`src/rtl/tpwm_pkg.sv`:
```
package tpwm_pkg;

   typedef enum logic [1:0] {
      MODE_OFF   = 2'b00,
      MODE_UNBUF = 2'b01,
      MODE_BUF   = 2'b10,
      MODE_BUF2  = 2'b11
   } mode_e;

   typedef enum logic [1:0] {
      ACT_NONE   = 2'b00,
      ACT_TOGGLE = 2'b01,
      ACT_CLEAR  = 2'b10,
      ACT_SET    = 2'b11
   } act_e;

   typedef struct packed {
      logic  restore;
      act_e  act;
      mode_e mode;
   } chcfg_t;

   localparam int CFG_W       = 5;
   localparam int CFG_FLAGCLR = 5;
   localparam int CTL_HALT    = 0;
   localparam int CTL_ZERO    = 1;
   localparam int CTL_OVFCLR  = 2;

endpackage

```
`src/rtl/tpwm_counter.sv`:
```
module tpwm_counter #(
   parameter int CNT_W = 16
) (
   input  logic             clk,
   input  logic             rst_n,
   input  logic             ctl_we,
   input  logic             halt_in,
   input  logic             zero_in,
   input  logic [CNT_W-1:0] mod_q,
   output logic [CNT_W-1:0] cnt_nxt,
   output logic             ev_ok,
   output logic             ovf_evt
);
   localparam logic [CNT_W-1:0] ONE = {{(CNT_W-1){1'b0}}, 1'b1};

   logic             halt_q;
   logic [CNT_W-1:0] cnt_q;
   logic             zero;

   assign zero    = ctl_we & zero_in;
   assign ev_ok   = ~halt_q & ~zero;
   assign ovf_evt = ev_ok & (cnt_q >= mod_q);

   always_comb begin
      if (zero)         cnt_nxt = '0;
      else if (halt_q)  cnt_nxt = cnt_q;
      else if (ovf_evt) cnt_nxt = '0;
      else              cnt_nxt = cnt_q + ONE;
   end

   always_ff @(posedge clk or negedge rst_n) begin
      if (!rst_n) begin
         halt_q <= 1'b1;
         cnt_q  <= '0;
      end else begin
         if (ctl_we) halt_q <= halt_in;
         cnt_q <= cnt_nxt;
      end
   end

   assert_wrap_R2: assert property (@(posedge clk) disable iff (!rst_n)
      (!halt_q && !zero && cnt_q == mod_q) |=> cnt_q == '0);
   assert_halt_R3: assert property (@(posedge clk) disable iff (!rst_n)
      (halt_q && !zero) |=> $stable(cnt_q));
   assert_zero_R3: assert property (@(posedge clk) disable iff (!rst_n)
      zero |=> cnt_q == '0);

endmodule

```
`src/rtl/tpwm_bufpair.sv`:
```
module tpwm_bufpair #(
   parameter int CNT_W = 16
) (
   input  logic             clk,
   input  logic             rst_n,
   input  logic             buf_en,
   input  logic             we0,
   input  logic             we1,
   input  logic [CNT_W-1:0] wdata,
   input  logic             ovf_evt,
   output logic [CNT_W-1:0] cmp0,
   output logic [CNT_W-1:0] cmp1
);
   logic [CNT_W-1:0] val0_q, val1_q;
   logic             sel_q, pend_q;
   logic             wr_stage, swap;

   assign wr_stage = buf_en & (sel_q ? we0 : we1);
   assign swap     = buf_en & ovf_evt & pend_q;

   always_comb begin
      if (!buf_en)       cmp0 = val0_q;
      else if (swap)     cmp0 = sel_q ? val0_q : val1_q;
      else               cmp0 = sel_q ? val1_q : val0_q;
   end
   assign cmp1 = val1_q;

   always_ff @(posedge clk or negedge rst_n) begin
      if (!rst_n) begin
         val0_q <= '0;
         val1_q <= '0;
         sel_q  <= 1'b0;
         pend_q <= 1'b0;
      end else begin
         if (we0) val0_q <= wdata;
         if (we1) val1_q <= wdata;
         if (!buf_en) begin
            sel_q  <= 1'b0;
            pend_q <= 1'b0;
         end else if (swap) begin
            sel_q  <= ~sel_q;
            pend_q <= 1'b0;
         end else begin
            pend_q <= pend_q | wr_stage;
         end
      end
   end

   assert_sel_hold_R10: assert property (@(posedge clk) disable iff (!rst_n)
      (buf_en && !ovf_evt) |=> (!buf_en || $stable(sel_q)));
   assert_stage_pend_R10: assert property (@(posedge clk) disable iff (!rst_n)
      (buf_en && wr_stage && !ovf_evt) |=> (!buf_en || pend_q));

endmodule

```
`src/rtl/tpwm_channel.sv`:
```
module tpwm_channel
   import tpwm_pkg::*;
#(
   parameter int CNT_W = 16
) (
   input  logic             clk,
   input  logic             rst_n,
   input  chcfg_t           cfg,
   input  logic             en,
   input  logic             ev_ok,
   input  logic             ovf_evt,
   input  logic [CNT_W-1:0] cnt_nxt,
   input  logic [CNT_W-1:0] cmp_val,
   input  logic             flag_clr,
   output logic             pin,
   output logic             flag
);
   logic out_q, out_n, match;

   assign match = en & ev_ok & (cnt_nxt == cmp_val);

   always_comb begin
      out_n = out_q;
      if (en && ovf_evt && cfg.restore) begin
         unique case (cfg.act)
            ACT_TOGGLE: out_n = ~out_q;
            ACT_CLEAR:  out_n = 1'b1;
            ACT_SET:    out_n = 1'b0;
            default:    out_n = out_q;
         endcase
      end
      if (match) begin
         unique case (cfg.act)
            ACT_TOGGLE: out_n = ~out_n;
            ACT_CLEAR:  out_n = 1'b0;
            ACT_SET:    out_n = 1'b1;
            default:    out_n = out_n;
         endcase
      end
   end

   always_ff @(posedge clk or negedge rst_n) begin
      if (!rst_n) begin
         out_q <= 1'b0;
         flag  <= 1'b0;
      end else begin
         out_q <= out_n;
         if (match)         flag <= 1'b1;
         else if (flag_clr) flag <= 1'b0;
      end
   end

   assign pin = en & (cfg.act != ACT_NONE) & out_q;

   assert_match_low_R6: assert property (@(posedge clk) disable iff (!rst_n)
      (match && cfg.act == ACT_CLEAR) |=> !out_q);
   assert_match_high_R6: assert property (@(posedge clk) disable iff (!rst_n)
      (match && cfg.act == ACT_SET) |=> out_q);
   assert_restore_R7: assert property (@(posedge clk) disable iff (!rst_n)
      (en && ovf_evt && cfg.restore && cfg.act == ACT_CLEAR && !match) |=> out_q);
   assert_flag_sticky_R9: assert property (@(posedge clk) disable iff (!rst_n)
      (flag && !flag_clr) |=> flag);

endmodule

```
`src/rtl/tpwm_timer.sv`:
```
module tpwm_timer
   import tpwm_pkg::*;
#(
   parameter int CNT_W = 16
) (
   input  logic             clk,
   input  logic             rst_n,
   input  logic [CNT_W-1:0] wdata,
   input  logic             we_ctl,
   input  logic             we_mod,
   input  logic             we_val0,
   input  logic             we_val1,
   input  logic             we_cfg0,
   input  logic             we_cfg1,
   output logic [1:0]       pwm_pin,
   output logic             ovf_flag,
   output logic [1:0]       cmp_flag
);
   localparam int NCH = 2;

   if (CNT_W < CFG_FLAGCLR + 1) begin : g_width_check
      $error("tpwm_timer: CNT_W too narrow for configuration word");
   end

   logic [CNT_W-1:0] mod_q;
   logic [CNT_W-1:0] cnt_nxt;
   logic             ev_ok, ovf_evt, buf_en;
   chcfg_t           cfg_q [NCH];
   logic [NCH-1:0]   we_cfg, ch_en;
   logic [CNT_W-1:0] cmp_v [NCH];

   assign we_cfg = {we_cfg1, we_cfg0};
   assign buf_en = cfg_q[0].mode[1];
   assign ch_en[0] = (cfg_q[0].mode != MODE_OFF);
   assign ch_en[1] = (cfg_q[1].mode != MODE_OFF) & ~buf_en;

   always_ff @(posedge clk or negedge rst_n) begin
      if (!rst_n) begin
         mod_q    <= '1;
         ovf_flag <= 1'b0;
      end else begin
         if (we_mod) mod_q <= wdata;
         if (ovf_evt)                         ovf_flag <= 1'b1;
         else if (we_ctl && wdata[CTL_OVFCLR]) ovf_flag <= 1'b0;
      end
   end

   tpwm_counter #(.CNT_W(CNT_W)) u_cnt (
      .clk     (clk),
      .rst_n   (rst_n),
      .ctl_we  (we_ctl),
      .halt_in (wdata[CTL_HALT]),
      .zero_in (wdata[CTL_ZERO]),
      .mod_q   (mod_q),
      .cnt_nxt (cnt_nxt),
      .ev_ok   (ev_ok),
      .ovf_evt (ovf_evt)
   );

   tpwm_bufpair #(.CNT_W(CNT_W)) u_pair (
      .clk     (clk),
      .rst_n   (rst_n),
      .buf_en  (buf_en),
      .we0     (we_val0),
      .we1     (we_val1),
      .wdata   (wdata),
      .ovf_evt (ovf_evt),
      .cmp0    (cmp_v[0]),
      .cmp1    (cmp_v[1])
   );

   for (genvar i = 0; i < NCH; i++) begin : g_ch
      always_ff @(posedge clk or negedge rst_n) begin
         if (!rst_n)        cfg_q[i] <= '0;
         else if (we_cfg[i]) cfg_q[i] <= chcfg_t'(wdata[CFG_W-1:0]);
      end

      tpwm_channel #(.CNT_W(CNT_W)) u_ch (
         .clk      (clk),
         .rst_n    (rst_n),
         .cfg      (cfg_q[i]),
         .en       (ch_en[i]),
         .ev_ok    (ev_ok),
         .ovf_evt  (ovf_evt),
         .cnt_nxt  (cnt_nxt),
         .cmp_val  (cmp_v[i]),
         .flag_clr (we_cfg[i] & wdata[CFG_FLAGCLR]),
         .pin      (pwm_pin[i]),
         .flag     (cmp_flag[i])
      );
   end

   assert_ovf_sticky_R4: assert property (@(posedge clk) disable iff (!rst_n)
      (ovf_flag && !(we_ctl && wdata[CTL_OVFCLR])) |=> ovf_flag);
   assert_ovf_sets_R2: assert property (@(posedge clk) disable iff (!rst_n)
      ovf_evt |=> ovf_flag);
   assert_pair_pin1_low_R5: assert property (@(posedge clk) disable iff (!rst_n)
      (buf_en && !we_cfg[0]) |=> !pwm_pin[1]);

endmodule

```
`config.mk`:
```
export PLATFORM = sky130hd
export DESIGN_NAME = tpwm_timer
export DESIGN_NICKNAME = d
export VERILOG_FILES = /design/src/rtl/tpwm_pkg.sv /design/src/rtl/tpwm_counter.sv /design/src/rtl/tpwm_bufpair.sv /design/src/rtl/tpwm_channel.sv /design/src/rtl/tpwm_timer.sv
export SDC_FILE = /design/constraint.sdc
export NUM_CORES = 1
export LEC_CHECK = 0
export ABC_AREA = 1
export BUFFER_PORTS_ARGS = -buffer_cell sky130_fd_sc_hd__buf_2
export CAP_MARGIN = 20
export CORE_UTILIZATION = 56
export DETAILED_ROUTE_END_ITERATION = 10
export GPL_TIMING_DRIVEN = 0
export PLACE_DENSITY = 0.87
export SLEW_MARGIN = 10
export SYNTH_ARGS = -nofsm -noshare
export SYNTH_HDL_FRONTEND = slang
export SYNTH_HIERARCHICAL = 1
export SYNTH_SLANG_ARGS = --single-unit
```
`constraint.sdc`:
```
create_clock -name clk -period 2.9 [get_ports clk]
set_input_delay 0.58 -clock clk [delete_from_list [all_inputs] [get_ports clk]]
set_output_delay 0.58 -clock clk [all_outputs]
set_load 0.02 [all_outputs]
```
# Word-level counts from Yosys, hierarchy flattened
# Cells that the tools add are included.
# totals
mem_count	0
wordCells	93
rom_bits	0
latch_bits	0
input_bits	24
regBits	82
ramBits	0
out_inout_bits	5
# classes
n_bitwise	26
order_cmp	1
eq_ne	9
shift	0
n_reduce_logical	12
n_div	0
n_addsub	1
mul	0
mux	26
# op_table
cell	count
$mux W16	7
$eq A16 B16 Y1	2
$and A1 B1 Y1	17
$add A16 B1 Y16 const B	1
$ge A16 B16 Y1	1
$mux W1	15
$reduce_bool A2 Y1	7
$pmux W1 S3	4
$eq A2 B2 Y1 const B	4
$not A1 Y1	8
$logic_and A1 B1 Y1	5
$eq A2 B1 Y1 const B	2
$ne A2 B1 Y1 const B	1
$or A1 B1 Y1	1

# Depth between registers and ports, before layout
# Gate-level depths: netlist (run 1).
# depth
depth_word	11
mapped_depth	28
depth_no_buf	27

# Hierarchy
# The synthesis (run 1) kept the hierarchy.
# by_module_without_submodules
module	area_each_um2	n_inst	seq_area_each_um2	cells_per_inst
tpwm_bufpair	2044.5	1	850.8	253
tpwm_counter	1385.1	1	426.7	193
tpwm_channel	631.9	2	50.0	146
tpwm_timer	1092.3	1	695.7	121

# Worst setup path before layout (run 1)
# OpenSTA, ideal clock, no wires.
# synth_timing
path_kind	flip-flop to flip-flop
startpoint	register mod_q[3]
endpoint	register g_ch[0].u_ch.out_q
setup_time_ns	0.117
path_stages_with_launch	27
arrival_time_ns	2.563
slack_ns	0.220
n_path_buf	1
period_less_slack_ns	2.680
required_ns	2.783
cell_sequence	dfstp_2 > inv_1 > ha_1 > nand2_1 > nor2_1 > nor2_1 > nand2_1 > nand2_1 > nand2_1 > nand2_1 > nand2_1 > nand2_2 > inv_1 > nand2_2 > nor2_8 > buf_8 > nand2_1 > nand3_1 > inv_1 > nand2_1 > nand2_1 > nor2_1 > nand2_1 > nor2_1 > nand3_1 > nand2_1 > nand2_1
# synth_lines
element	line_no	rtl
start: declaration	tpwm_timer.sv:25	logic [CNT_W-1:0] mod_q;
start signal: assignment	tpwm_timer.sv:42	if (we_mod) mod_q <= wdata;
end signal: assignment	tpwm_channel.sv:47	out_q <= out_n;
end: declaration	tpwm_channel.sv:18	logic out_q, out_n, match;

==> metrics.md, run 1 <==
| Metric | Value |
|---|---|
| Worst-Margin Slew | 0.536 ns |
| Cell family contributing the most delay on the critical path | simple AND/OR/NAND/NOR gates |
| Worst setup path category | reg2reg |
| Asr flop ratio synth | 100% |
| Total GRT Usage | approximately 28% |
| Top cell type by total area after synthesis | dfrtp_1 |
| Inserted Clock Buffers | 9 |
| Pwr/cell area | roughly 440 nW/um^2 |
| Most common cell in the netlist | nand2_1 |
| Fin crit period | roughly 3.1 ns |
| Largest net degree at the start of global routing | 49 |
| Skew final | 0.00934 ns |
| Fin cells | between 1000 and 1500 |
| Worst Path Max Fanout | 5 |
| Most used DFF post-synth | dfrtp_1 |
| Startpoint types | flop |
| Mapped Cells | about 860 |
| I/O Buffers | 26 |
| Die area | about 11000 sq um |
| Crit-path max cell delay | about 0.54 ns |
| CTS Sinks | 82 |
| # IOs | 29 |
| Initial Utilization | around 60% |
| Number of antenna violations at the first check in global routing | 0 |
| # placed instances | ~1000 |
| Layout area overhead | 19.4% |
| Fin. Hold Viols | 0 |
| DR vias | about 5700 |
| Sum Neg Setup Slack | -0.403 ns |
| Iteration-0 DRC Markers | ~530 |
| Clk buf depth | 2 |
| Fill count | roughly 750 |
| Design Power | between 3 and 4 mW |
| RSZ-0062 raised after global routing | yes |
| Synth top area cells | dfrtp_1 (28%), nand2_1 (24%), inv_1 (8.8%), dfstp_2 (7.7%), mux2_2 (6.2%) |
| GP Congestion | roughly 0.91 |
| Area of the mapped netlist | between 5000 and 6000 sq um |
| Critical path endpoint category | flop |
| Pleak | 3.59 nW |
| #FFs+latches synth | 82 |
| Sequential area share after synthesis | between 30% and 40% |
| Post-detail-place hpwl | about 10 mm |
| Die width | 104 um |
| Worst EP required | around 3.2 ns |
| Clock latency on the worst-skew pair | between 0.3 and 0.4 ns |
| DR WL/cell | about 15 um |
| Fraction of layout instances using a drive strength above 1 | 25.1% |
| Hold/Removal Path Class | in2async |
| Peak VDD IR | ~0.00026 V |
| GRT overflow | 0 |
| Crit path buf inv count | 4 |
| CP cell instances | inv_1 -> ha_1 -> a21oi_2 -> o21ai_1 -> a21oi_2 -> nand2_4 -> nand2_4 -> clkinvlp_4 -> a21oi_4 -> buf_6 -> nand2_4 -> nand3_4 -> inv_2 -> nand2_2 -> nand2_2 -> nor2_4 -> nand3_2 -> nor2_4 -> nand3_2 -> nand2_1 -> nand2_1 |
| Initial DRT Pass Iterations | 5 |
| Worst path most repeated cell | nand2_4 |
| Root Driver | clkbuf_8 |
| DRC Markers | 0 |
| Antenna cell count | 0 |
| Die Ht | 104 um |
| Row cnt | 36 |
| First-pass GRT wire length | between 20 and 25 mm |
| Final Slew Violations | 0 |
| Most common library cells after synthesis | nand2_1 (371), inv_1 (135), nor2_1 (72) |
| EDFF count, synth | 0 |
| Nets | between 900 and 1000 |
| Synth warn | 6 |
| Final setup viols | 4 |
| Core ar. | between 9000 and 10000 sq um |
| Mapped Avg Cell Area | 6.74 sq um |
| Vias in the first global route | 5151 |
| Top-area cell type share of the netlist area | between 20 and 30% |
| Distinct cells, synth | 31 |
| Fmax | 326 MHz |
| Worst Slack Setup Final | -0.168 ns |
| Synth Net Count | 900 |
| CP max stage cell | dfstp_2 |
| Via-to-Cell Ratio | roughly 5.4 |
| Max cap viols | 0 |
| Worst EP arrival | ~3.3 ns |
| CTS tree | built |
| DRT antenna net count | 0 |
| Post-Place Worst Slack | -0.536 ns |
| Rel. slew slack | about 64% |
| Outcome | finished, violations left |
| Fin crit share | 106% |
| Final Routed Wirelength | 15.5 mm |
| Worst-path clk slew | 0.08 ns |
| Failing checks | negative setup slack |
| Htree depth | 3 |
-- registers in the layout (all words and copies together), names as in the netlist --
register / cells
mod_q: 16
ovf_flag: 1
u_pair/pend_q: 1
u_pair/sel_q: 1
g_ch.u_ch/flag: 2
buf_en: 1
u_cnt/halt_q: 1
u_pair/val0_q: 16
u_pair/cmp1: 16
g_ch.u_ch/out_q: 2
u_cnt/cnt_q: 16
cfg_q: 9
-- power breakdown --
part / leakage [nW] / internal, mW / switching, mW
Sequential: 0.990 / 1.26 / 0.130
Combinational: 2.52 / 0.348 / 0.528
Clock: 0.0834 / 0.333 / 0.411
-- metrics by stage --
step	utilization, %	area [sq um]	hold slack [ns]
floorplan	-	5790	0.284
global placement	61.4	6080	0.456
detailed placement	61.7	6110	0.461
CTS	66.6	6600	0.176
global route	69.7	6910	0.189
finish	69.7	6910	0.172
-- worst register-to-register path, cell delays in order (launching register included) --
cell        delay, ns
dfstp_2          0.54
inv_1            0.05
ha_1             0.32
a21oi_2          0.14
o21ai_1          0.07
a21oi_2          0.15
nand2_4          0.09
nand2_4          0.08
clkinvlp_4       0.17
a21oi_4          0.29
buf_6            0.19
nand2_4          0.06
nand3_4          0.06
inv_2            0.05
nand2_2          0.06
nand2_2          0.07
nor2_4           0.11
nand3_2          0.11
nor2_4           0.14
nand3_2          0.09
nand2_1          0.07
nand2_1          0.04
-- layer usage --
layer	share of wire (%)	wire, um	vias up	GRT usage [%]
li1	-	-	2713	-
met5	0	0	-	0
met2	48	7440	281	46.4
met3	8.6	1330	72	4.97
met1	39	6090	2620	35.0
met4	4.3	674	0	14.4
-- cell usage in the layout (no fill, tap or decap), types with 3 or more instances in the layout --
master and instances:
nand2_1 348, inv_1 128, dfrtp_1 65, nor2_1 51, o21ai_0 34, buf_2 32
mux2_2 32, nand2_2 23, buf_4 17, nand3_1 17, nand3_2 17, dfstp_2 17
buf_6 13, nor2_2 12, nor2_4 12, clkbuf_8 10, inv_2 9, ha_1 9
xnor2_1 8, ha_4 8, nand4_1 7, nand2_4 7, a21oi_2 5, xor2_1 5
o21bai_1 4, a21oi_1 4, clkbuf_1 3, o21ai_1 3
-- timing repair --
action / in CTS / in global routing
endpoints found under the setup margin: 4 / 4
hold buffers: 0 / 0
gates cloned: 2 / 0
resized for setup: 44 / 73
pin swaps: 33 / 35
setup buffers: 12 / 7
-- cell type report --
| cell class | instances | area [sq um] | share of cell area, % |
|---|---|---|---|
| Buffer | 20 | 179 | 2.59 |
| Timing Repair Buffer | 46 | 338 | 4.89 |
| Sequential cell | 82 | 2070 | 30.0 |
| Tap cell | 133 | 166 | 2.41 |
| Clock inverter | 3 | 17.5 | 0.254 |
| Clock buffer | 13 | 149 | 2.16 |
| Inverter | 138 | 522 | 7.55 |
| Multi-Input combinational cell | 619 | 3460 | 50.1 |
-- logic make-up (layout without fill, tap and decap cells) --
group | count (synthesis) | count (layout) | share of synthesized area, %
AND/OR/NAND/NOR | 503 | 503 | 35.2
adder cells (fa/ha/maj) | 17 | 17 | 3.68
XOR/XNOR | 15 | 15 | 2.27
AO/OA/AOI/OAI | 52 | 52 | 4.91
multiplexers | 32 | 32 | 6.23
flip-flops | 82 | 82 | 35.8
buffers and inverters | 158 | 220 | 11.9
-- path summary, 6_finish.rpt --
path	end	start	slack (ns)	cells past startpoint
worst max-delay path	g_ch[0].u_ch/out_q	mod_q[13]	-0.17	21
worst min-delay path	u_pair/cmp1[13]	rst_n	0.17	1
worst max register to register	g_ch[0].u_ch/out_q	mod_q[13]	-0.17	21
worst min register to register	mod_q[8]	mod_q[8]	0.47	2
max in group asynchronous	mod_q[0]	rst_n	2.06	2
min in group clk	cfg_q[1]	we_cfg1	0.41	2
Power figures use the tool's default switching activity.
==> run 2, diff against run 1 <==
--- a/config.mk
+++ b/config.mk
@@ -8,10 +8,12 @@
 export ABC_AREA = 1
 export BUFFER_PORTS_ARGS = -buffer_cell sky130_fd_sc_hd__buf_2
 export CAP_MARGIN = 20
-export CORE_UTILIZATION = 56
+export CORE_ASPECT_RATIO = 1.5
+export CORE_UTILIZATION = 58
+export CTS_BUF_LIST = sky130_fd_sc_hd__clkbuf_2
 export DETAILED_ROUTE_END_ITERATION = 10
 export GPL_TIMING_DRIVEN = 0
-export PLACE_DENSITY = 0.87
+export PLACE_DENSITY = 0.89
 export SLEW_MARGIN = 10
 export SYNTH_ARGS = -nofsm -noshare
 export SYNTH_HDL_FRONTEND = slang
==> metrics.md, run 2 (synthesized netlist as in run 1, its figures left out) <==
| Metric | Value |
|---|---|
| Outcome | finished, violations left |
| Failing checks | negative setup slack |
| Commonest non-fill, non-tap cell in the layout | nand2_1 |
| Antenna cell count | 0 |
| Sum Neg Setup Slack | -0.860 ns |
| Combinational share of power | about 29% |
| Peak VDD IR | roughly 0.00036 V |
| DRC Markers | 0 |
| Worst-Margin Slew | 0.670 ns |
| Initial DRT Pass Iterations | 9 |
| Row cnt | 44 |
| First-pass GRT wire length | roughly 25 mm |
| Fin. Hold Viols | 0 |
| Htree depth | 3 |
| Worst EP required | roughly 3.4 ns |
| # IOs | 29 |
| Root Driver | clkbuf_2 |
| Fmax | between 300 and 400 MHz |
| Pleak | between 3 and 4 nW |
| Hold/Removal Path Class | in2reg |
| Total GRT Usage | 30.9% |
| GRT overflow | 0 |
| DR vias | 5856 |
| Nets | between 900 and 1000 |
| Core ar. | approximately 9700 sq um |
| Fin crit share | 112% |
| Net Sw Frac | a little over a third |
| I/O Buffers | 26 |
| P_sw | approximately 1.1 mW |
| Final Slew Violations | 0 |
| Clock power share | 26.4% |
| Worst Slack Setup Final | -0.348 ns |
| Number of antenna violations at the first check in global routing | 0 |
| Proportion of power drawn by flip-flops and latches | between 40% and 50% |
| Skew final | between 0.02 and 0.03 ns |
| Clk buf depth | 2 |
| Die width | 83.5 um |
| Via-to-Cell Ratio | about 5.6 |
| DR WL/cell | between 15 and 20 um |
| CTS Sinks | about 80 |
| P_int | between 2 and 2.5 mW |
| Worst Path Max Fanout | 5 |
| Die Ht | ~120 um |
| Post-Place Worst Slack | -0.602 ns |
| GP Congestion | ~0.92 |
| Layout area overhead | 19.6% |
| RSZ-0062 raised after global routing | yes |
| Inserted Clock Buffers | 9 |
| Final Routed Wirelength | ~17 mm |
| Die area | approximately 10000 sq um |
| CTS tree | built |
| Fin crit period | approximately 3.2 ns |
| Critical path endpoint category | flop |
| Worst EP arrival | about 3.8 ns |
| Largest net degree at the start of global routing | 51 |
| Vias in the first global route | 5454 |
| Worst-path clk slew | about 0.24 ns |
| Startpoint types | flop |
| Initial Utilization | roughly three fifths |
| Fill count | approximately 670 |
| Max cap viols | 0 |
| Final setup viols | 4 |
| Most frequent cells in the layout | nand2_1 (348), inv_1 (128), dfrtp_1 (65) |
| Fraction of layout instances using a drive strength above 1 | 25.1% |
| Iteration-0 DRC Markers | slightly above 600 |
| Pwr/cell area | approximately 450 nW/um^2 |
| DRT antenna net count | 0 |
| Worst setup path category | reg2reg |
| Clock latency on the worst-skew pair | about 0.57 ns |
| Post-detail-place hpwl | around 10 mm |
| Rel. slew slack | between 50% and 60% |
-- run 2: changes by cell type in the layout (fill, tap and decap cells not counted), moves of 3 or more --
cell and delta:
clkbuf_8 -10, clkbuf_1 -3, ha_4 -3, clkbuf_2 +9
nor2_1 -4, nand3_2 -6, bufinv_16 +3, nand3_1 +4
ha_1 +3
-- run 2: worst max-delay path: stages, from the launching register on --
cell and delay (ns):
dfstp_2 0.58, inv_1 0.04, ha_1 0.31, a21oi_1 0.13, o21ai_0 0.11, a21oi_2 0.18
nand2_2 0.11, nand2_4 0.09, clkinvlp_4 0.18, a21oi_4 0.28, buf_6 0.19, nand2_2 0.06
nand3_2 0.09, inv_2 0.05, nand2_1 0.06, nand2_1 0.06, nor2_2 0.17, nand3_2 0.13
nor2_4 0.16, nand3_2 0.09, nand2_1 0.06, nand2_1 0.05
-- run 2: routing by layer --
metal	GRT usage (%)	share of wire, %	vias to the layer above
li1	-	-	2727
met1	35.1	35	2639
met2	52.3	49	371
met3	5.37	8.0	119
met4	21.5	7.5	0
met5	0	0	-
-- run 2: what timing repair did --
action | 4_1_cts | 5_1_grt
hold buffers | 1 | 0
endpoints found under the setup margin | 4 | 4
resized for setup | 47 | 72
setup buffers | 11 | 6
endpoints found under the hold margin | 30 | 0
cloned | 2 | 1
pin swaps | 34 | 44
-- run 2: layout make-up --
type                    instances  area, sq um  share of cell area [%]
clock inverters                 7          124                    1.79
plain buffers                  20          179                    2.59
inverters                     138          522                    7.54
repair buffers                 47          358                    5.17
well taps                     115          144                    2.08
clock buffers                   9         45.0                   0.651
flip-flops and latches         82         2070                    30.0
multi-input cells             619         3470                    50.2
-- run 2: path summary, 6_finish.rpt --
check / from / to / slack, ns / depth (start not counted)
max reg2reg: mod_q[13] / g_ch[0].u_ch/out_q / -0.35 / 21
max in group asynchronous: rst_n / mod_q[10] / 1.79 / 3
min: we_cfg0 / buf_en / 0.16 / 2
min reg2reg: mod_q[7] / mod_q[7] / 0.49 / 2
max: mod_q[13] / g_ch[0].u_ch/out_q / -0.35 / 21
min in group asynchronous: rst_n / ovf_flag / 0.44 / 2
-- run 2: power groups by stage --
stage | Sequential (mW) | Clock (mW) | Combinational [mW]
global placement | 1.39 | 0 | 0.693
global route | 1.41 | 0.881 | 1.02
floorplan | 1.36 | 0 | 0.554
detailed placement | 1.39 | 0 | 0.729
CTS | 1.38 | 0.832 | 0.786
finish | 1.39 | 0.827 | 0.918
-- run 2: per-stage QoR --
| step | cell area [sq um] | util (%) | std cells | power, mW | hold WS [ns] |
|---|---|---|---|---|---|
| 6_report | 6920 | 71.4 | 1037 | 3.14 | 0.158 |
| 5_1_grt | 6920 | 71.4 | 1037 | 3.30 | 0.124 |
| 4_1_cts | 6590 | 68.0 | 1031 | 3.00 | 0.134 |
| 3_5_place_dp | 6090 | 62.8 | 1001 | 2.12 | 0.457 |
| 3_3_place_gp | 6060 | 62.5 | 1000 | 2.08 | 0.452 |
| 2_1_floorplan | 5790 | - | 859 | 1.92 | 0.284 |
==> run 3, diff against run 2 <==
--- a/config.mk
+++ b/config.mk
@@ -13,7 +13,10 @@
 export CTS_BUF_LIST = sky130_fd_sc_hd__clkbuf_2
 export DETAILED_ROUTE_END_ITERATION = 10
 export GPL_TIMING_DRIVEN = 0
+export MAX_ROUTING_LAYER = met4
 export PLACE_DENSITY = 0.89
+export RECOVER_POWER = 50
+export REMOVE_ABC_BUFFERS = 1
 export SLEW_MARGIN = 10
 export SYNTH_ARGS = -nofsm -noshare
 export SYNTH_HDL_FRONTEND = slang
==> metrics.md, run 3 (synthesized netlist as in run 1, its figures left out) <==
| Metric | Value |
|---|---|
| Peak VDD IR | between 0.0003 and 0.0004 V |
| Fin cells | just over 1000 |
| Largest net degree at the start of global routing | 63 |
| GRT overflow | 0 |
| Die width | roughly 84 um |
| First-pass GRT wire length | about 23 mm |
| Die area | between 10000 and 15000 sq um |
| Pleak | 3.49 nW |
| Max cap viols | 0 |
| Fraction of layout instances using a drive strength above 1 | between 20% and 30% |
| Clock power share | a little over a fifth |
| Fin crit period | roughly 3.2 ns |
| Final Slew Violations | 0 |
| DRT antenna net count | 0 |
| Hold/Removal Path Class | in2reg |
| Worst Slack Setup Final | -0.309 ns |
| Root Driver | clkbuf_2 |
| Antenna cell count | 0 |
| Critical path endpoint category | flop |
| Clk buf depth | 2 |
| Combinational share of power | 31.2% |
| Skew final | 0.0269 ns |
| RSZ-0062 raised after global routing | yes |
| Final Routed Wirelength | between 15 and 20 mm |
| Nets | 940 |
| Failing checks | negative setup slack |
| Hold slack | between 0.2 and 0.25 ns |
| DR WL/cell | 15.3 um |
| Startpoint types | flop |
| Outcome | finished, violations left |
| Iteration-0 DRC Markers | roughly 630 |
| P_sw | approximately 1.1 mW |
| Worst setup path category | reg2reg |
| Worst Path Max Fanout | 5 |
| CTS Sinks | 82 |
| Layout area overhead | 15.7% |
| Sum Neg Setup Slack | -0.894 ns |
| Proportion of power drawn by flip-flops and latches | a little under half |
| # placed instances | 983 |
| DR vias | 5642 |
| Number of antenna violations at the first check in global routing | 0 |
| I/O Buffers | 28 |
| Die Ht | between 100 and 150 um |
| Fmax | 312 MHz |
| Net Sw Frac | 37.4% |
| Post-detail-place hpwl | 9.40 mm |
| Design Area, Final | 6690 sq um |
| P_int | roughly 1.8 mW |
| Worst EP required | 3.41 ns |
| Fill count | 719 |
| Final setup viols | 4 |
| Reg2Reg Depth | 20 |
| CTS tree | built |
| Pwr/cell area | around 430 nW/um^2 |
| DRC Markers | 0 |
| Total GRT Usage | between 20 and 30% |
| Via-to-Cell Ratio | approximately 5.5 |
| Commonest non-fill, non-tap cell in the layout | nand2_1 |
| Clock latency on the worst-skew pair | between 0.5 and 0.6 ns |
| Vias in the first global route | 5050 |
| Most frequent cells in the layout | nand2_1 (341), inv_1 (128), dfrtp_1 (65) |
| Worst-Margin Slew | around 1.3 ns |
| Row cnt | 44 |
| WHS Path Cells | 3 |
| Inserted Clock Buffers | 9 |
| DP Area | between 5000 and 6000 sq um |
| GP Congestion | slightly above 0.9 |
| Worst-path clk slew | ~0.22 ns |
| Worst EP arrival | between 3 and 4 ns |
| Fin crit share | 111% |
| Rel. slew slack | between 10% and 20% |
| Initial Utilization | between 50 and 60% |
| # IOs | 29 |
| Initial DRT Pass Iterations | 5 |
| Core ar. | 9690 sq um |
| Htree depth | 3 |
| Fin. Hold Viols | 0 |
==> run 3: cell types whose count changed in the layout (fill, tap and decap cells not counted), sizes merged <==
cell,previous run,this run
buf,65,45
bufinv,3,1
clkbuf,10,14
clkinv,1,2
clkinvlp,2,3
inv,139,137
==> run 3: worst paths after layout <==
kind | startpoint | slack, ns | endpoint
worst max-delay path | mod_q[13] | -0.31 | g_ch[0].u_ch/out_q
worst max register to register | mod_q[13] | -0.31 | g_ch[0].u_ch/out_q
worst min-delay path | wdata[7] | 0.21 | mod_q[7]
max in group asynchronous | rst_n | 1.16 | mod_q[13]
min in group asynchronous | rst_n | 0.78 | u_cnt/cnt_q[7]
worst min register to register | mod_q[5] | 0.49 | mod_q[5]
==> run 3: per-layer routing <==
layer | wire, um | share of wire, % | GRT usage [%]
met1 | 5820 | 37 | 33.6
met2 | 7920 | 51 | 49.6
met3 | 1040 | 6.7 | 4.11
met4 | 824 | 5.3 | 14.8
met5 | 0 | 0 | -
==> run 3: metrics by stage <==
step	utilization [%]	total power [mW]	setup WS [ns]
3_5_place_dp	61.2	2.09	-0.488
6_report	69.1	2.89	-0.309
3_3_place_gp	60.9	2.06	-0.436
2_1_floorplan	-	1.89	0.261
4_1_cts	66.3	2.78	-0.201
5_1_grt	69.1	3.07	-0.466
==> run 3: critical path: stages (launching register included) <==
cell	delay (ns)
dfstp_2	0.58
inv_1	0.06
ha_1	0.30
a21oi_1	0.14
o21ai_0	0.10
a21oi_2	0.16
nand2_4	0.09
nand2_4	0.08
clkinvlp_4	0.17
a21oi_4	0.29
buf_12	0.17
buf_12	0.11
nand2_1	0.04
nand3_1	0.10
xnor2_2	0.14
nand2_1	0.08
nor2_1	0.11
nand2_1	0.10
nor2_2	0.14
nand3_1	0.08
nand2_1	0.09
==> run 3: power groups by stage <==
stage / sequential, mW / combinational [mW] / clock [mW]
6_report: 1.39 / 0.903 / 0.605
5_1_grt: 1.40 / 1.01 / 0.658
4_1_cts: 1.37 / 0.783 / 0.620
3_5_place_dp: 1.39 / 0.704 / 0
3_3_place_gp: 1.38 / 0.673 / 0
2_1_floorplan: 1.36 / 0.528 / 0
==> run 3: area by class of cell <==
| cell class | count | area, sq um | share of cell area [%] |
|---|---|---|---|
| clock buffers | 11 | 55.1 | 0.823 |
| clock inverters | 5 | 55.1 | 0.823 |
| inverters | 138 | 522 | 7.80 |
| multi-input cells | 619 | 3450 | 51.6 |
| flip-flops and latches | 82 | 2070 | 31.0 |
| well taps | 115 | 144 | 2.15 |
| repair buffers | 49 | 393 | 5.87 |
==> run 3: repair_timing <==
item	4_1_cts	5_1_grt
setup buffers	15	4
setup endpoints to repair	4	4
hold buffers	1	0
gates resized for setup	48	67
pin swaps	31	29
gates cloned	1	0
endpoints found under the hold margin	11	0
